`src/rtl/wdt_window.sv`:
```
module wdt_window #(
  parameter int unsigned CNT_W = 16,
  parameter logic [7:0]  KEY   = 8'hAC
) (
  input  logic             clk,
  input  logic             rst_n,
  input  logic [1:0]       cfg_win,
  input  logic             cfg_stby_en,
  input  logic [CNT_W-1:0] cfg_ovf,
  input  logic             wr_en,
  input  logic [7:0]       wr_data,
  output logic             rst_req
);

  logic [CNT_W-1:0] cnt;
  logic [CNT_W-1:0] close_lim;
  logic             first;

  always_comb begin
    close_lim = '0;
    if (cfg_stby_en) begin
      case (cfg_win)
        2'b01:   close_lim = cfg_ovf >> 1;
        2'b10:   close_lim = cfg_ovf >> 2;
        default: close_lim = '0;
      endcase
    end
  end

  wire win_open = (cnt >= close_lim);
  wire key_ok   = (wr_data == KEY);
  wire svc      = wr_en && key_ok && (first || win_open);
  wire abn      = wr_en && !svc;
  wire ovf_hit  = (cnt >= cfg_ovf) && !svc;
  wire fault    = abn || ovf_hit;

  always_ff @(posedge clk or negedge rst_n) begin
    if (!rst_n) begin
      cnt     <= '0;
      first   <= 1'b1;
      rst_req <= 1'b0;
    end else if (fault) begin
      cnt     <= '0;
      first   <= 1'b1;
      rst_req <= 1'b1;
    end else if (svc) begin
      cnt     <= '0;
      first   <= 1'b0;
      rst_req <= 1'b0;
    end else begin
      cnt     <= cnt + 1'b1;
      rst_req <= 1'b0;
    end
  end

endmodule


```
`config.mk`:
```
export PLATFORM = sky130hd
export DESIGN_NAME = wdt_window
export DESIGN_NICKNAME = d
export VERILOG_FILES = /design/src/rtl/wdt_window.sv
export SDC_FILE = /design/constraint.sdc
export NUM_CORES = 1
export LEC_CHECK = 0
export BUFFER_PORTS_ARGS = -buffer_cell sky130_fd_sc_hd__buf_2
export CORE_MARGIN = 2
export CORE_UTILIZATION = 35
export CTS_BUF_LIST = sky130_fd_sc_hd__clkbuf_2
export CTS_CLUSTER_SIZE = 25
export DETAILED_ROUTE_END_ITERATION = 10
export SYNTH_ARGS = -nofsm -noshare
export SYNTH_HDL_FRONTEND = slang
export SYNTH_SLANG_ARGS = --single-unit
```
`constraint.sdc`:
```
create_clock -name clk -period 1.9 [get_ports clk]
set_input_delay 0 -clock clk [delete_from_list [all_inputs] [get_ports clk]]
set_output_delay 0 -clock clk [all_outputs]
set_load 0.02 [all_outputs]
```
==> impl_results.md <==
* Worst slew pin tran at 0.4028 ns
* Initial antenna violation count at 0
* Final Wtd Congestion at 0.7625
* Hold Crit Class: primary input to flop
* Post-DRT Antenna Nets at 0
* Full die area at 0.005888 sq mm
* Setup tns final at -1.670 ns
* Setup slack after layout at -0.1533 ns
* Hold depth at 3
* RSZ-0062 raised after global routing: true
* DR DRC count at 0
* Post-synth top area share at 22.97%
* Max Clock Skew at 0.006967 ns
* Netlist cell types at 41
* Clock Pin Slew Worst Setup and Hold Paths at 0.17 ns
* I/O pin count at 31
* Vias per std cell at 4.783
* Pwr Density at 492.8 mW/mm^2
* Detailed placer's ending HPWL at 3403 um
* Number of synthesized flops with an enable pin at 0
* Mapped Cells at 201
* Drt first-iter violations at 38
* Max Fanout on Critical Path at 8
* Predominant post-synthesis flop cell: dfrtp_1
* Congestion Overflow GR at 0
* Hold EP: first
* Post-synthesis cell area at 0.001852 sq mm
* Vias in the first global route at 1542
* Post-Route WL at 4092 um
* GRT Total Usage at 14.84%
* Synth top area cells: dfrtp_1, ha_1, a22o_1, xor2_1, nand2_1
* PortBufs at 30
* Antenna cells at 0
* Reg-to-reg startpoint: cnt[0]
* Synth Register Bits at 18
* Fmax at 487.0 MHz
* Worst skew pair latency at 0.31 ns
* R2R depth at 8
* Async SR Flop Fraction at 100.0%
* Final min period at 2.053 ns
* CTS Buf Count at 3
* Largest net degree at the start of global routing at 19
* Final Cell Area at 0.002386 sq mm
* HP Start: wr_data[5]
* Cell taking the most area after synthesis: dfrtp_1
* Ys Warns at 0
* CP endpoint kind: flop
* Post-synth top cells: ha_1, nand2_1, inv_1
* First-pass GRT wire length at 7086 um
* Num Clock Sinks at 18
* Initial Util at 36.26%
* Pre-CTS setup slack at -0.3287 ns
* Hold_ws at 0.003541 ns
* Final Util at 46.72%
* Row Count at 26
* Final hold violation count at 0
* Reg2reg setup slack at -0.15 ns
* Share of cells above drive strength 1 at 35.80%
* Vias at 1564
* CP Data Required Time at 2.12 ns
* Mapped Nets at 265
* Chip Height at 76.74 um
* Worst r2r dst: cnt[1]
* Power, Total at 1.176 mW
* Max-slew violations at 0
* Core ar. at 0.005107 sq mm
* H-tree depth at 1
* Worst path bufs/invs at 1
* Root Buffer: clkbuf_2
* Dpl cell area at 0.002300 sq mm
* Max incr delay on CP at 0.39 ns
* Crit share post-route at 108.1%
* Maxcap violations at 0
* Routed len/inst at 12.51 um
* Lkg Pwr at 1.194 nW
* CP max-delay cell: dfrtp_1
* Layout area overhead at 28.85%
* Count leader, synth: ha_1
* Critical path class: flop to flop
* Finish-stage setup viols at 17
* Synthesized area per cell at 9.213 sq um
* Post-Layout Cell Count at 327
* Layout Nets at 322
* Post-Place Cells at 321
* Slew Limit Headroom at 73.15%
* Sequential share of the synthesized area at 24.39%
* CTS max path bufs at 2
* Startpoint types: flop
* Outcome: finished with violations
* Largest delay share family, worst path: simple AND/OR/NAND/NOR gates
* CP cell instances: inv_2 > ha_4 > nand2b_4 > a2111oi_4 > nor4_2 > o21ai_2 > a32oi_4 > and2b_2
* Die W at 76.74 um
* Maximum VDD drop at 0.2662 mV
* 1st-pass router iterations at 4
* Critical path depth at 8
* Failing checks: setup timing
* CTS tree: done
* Arrival time worst endpoint at 2.27 ns
-- sequential cells by signal, indices dropped and copies added, names as in the netlist --
name and count:
cnt 16, first 1, rst_req 1
-- worst reg2reg max path, cell delays in order (launching register included) --
cell	delay [ns]
dfrtp_1	0.39
inv_2	0.06
ha_4	0.25
nand2b_4	0.12
a2111oi_4	0.06
nor4_2	0.34
o21ai_2	0.12
a32oi_4	0.35
and2b_2	0.27
-- report_power, final --
part,switching [mW],internal (mW),leakage (nW)
clock network,0.122,0.0457,0.0140
registers,0.0356,0.415,0.242
logic,0.259,0.299,0.938
-- kinds of logic after synthesis --
logic type | count (synthesis) | share of synthesized area (%)
AND/OR/NAND/NOR | 72 | 21.42
AO/OA/AOI/OAI | 41 | 19.73
XOR/XNOR | 14 | 6.622
buffers and inverters | 22 | 4.865
adder cells (fa/ha/maj) | 34 | 22.97
flip-flops | 18 | 24.39
-- worst max-delay path by stage --
stage	slack [ns]	from	end
global route	-0.26	cnt[0]	cnt[1]
detailed placement	-0.33	cfg_win[0]	rst_req
CTS	-0.17	cnt[0]	cnt[9]
finish	-0.15	cnt[0]	cnt[1]
floorplan	-0.05	cfg_win[1]	rst_req
global placement	-0.28	cfg_win[1]	rst_req
-- cell usage in the layout (no fill, tap or decap), types with 5 or more instances in the layout --
cell     count
dfrtp_1     17
nor2_1       5
a21oi_1      7
inv_1       16
nor2_2      12
nand3_1     10
ha_1        30
xor2_1      11
a22o_1      13
buf_2       30
buf_4       22
nand2_1     19
-- per-layer routing --
layer  vias to the layer above  track usage, %  wire length [um]
met4                         0           4.364                40
met2                        16           23.77              1825
li1                        838               -                 -
met1                       706           21.29              2137
met5                         -               0                 0
met3                         4           1.176                89
-- final cells by class --
class / instances / area (sq um)
clock inverters: 1 / 3.754
flip-flops and latches: 18 / 451.7
repair buffers: 56 / 359.1
well taps: 70 / 87.58
fillers: 508 / 2721
inverters: 18 / 70.07
multi-input cells: 161 / 1399
clock buffers: 3 / 15.01
-- what timing repair did --
action / CTS / global route
buffers inserted: 1 / 0
hold buffers: 1 / 0
endpoints found under the setup margin: 18 / 18
pin swaps: 5 / 1
hold endpoints to repair: 18 / 0
resized for setup: 7 / 5
(Power assumes the default switching activity.)
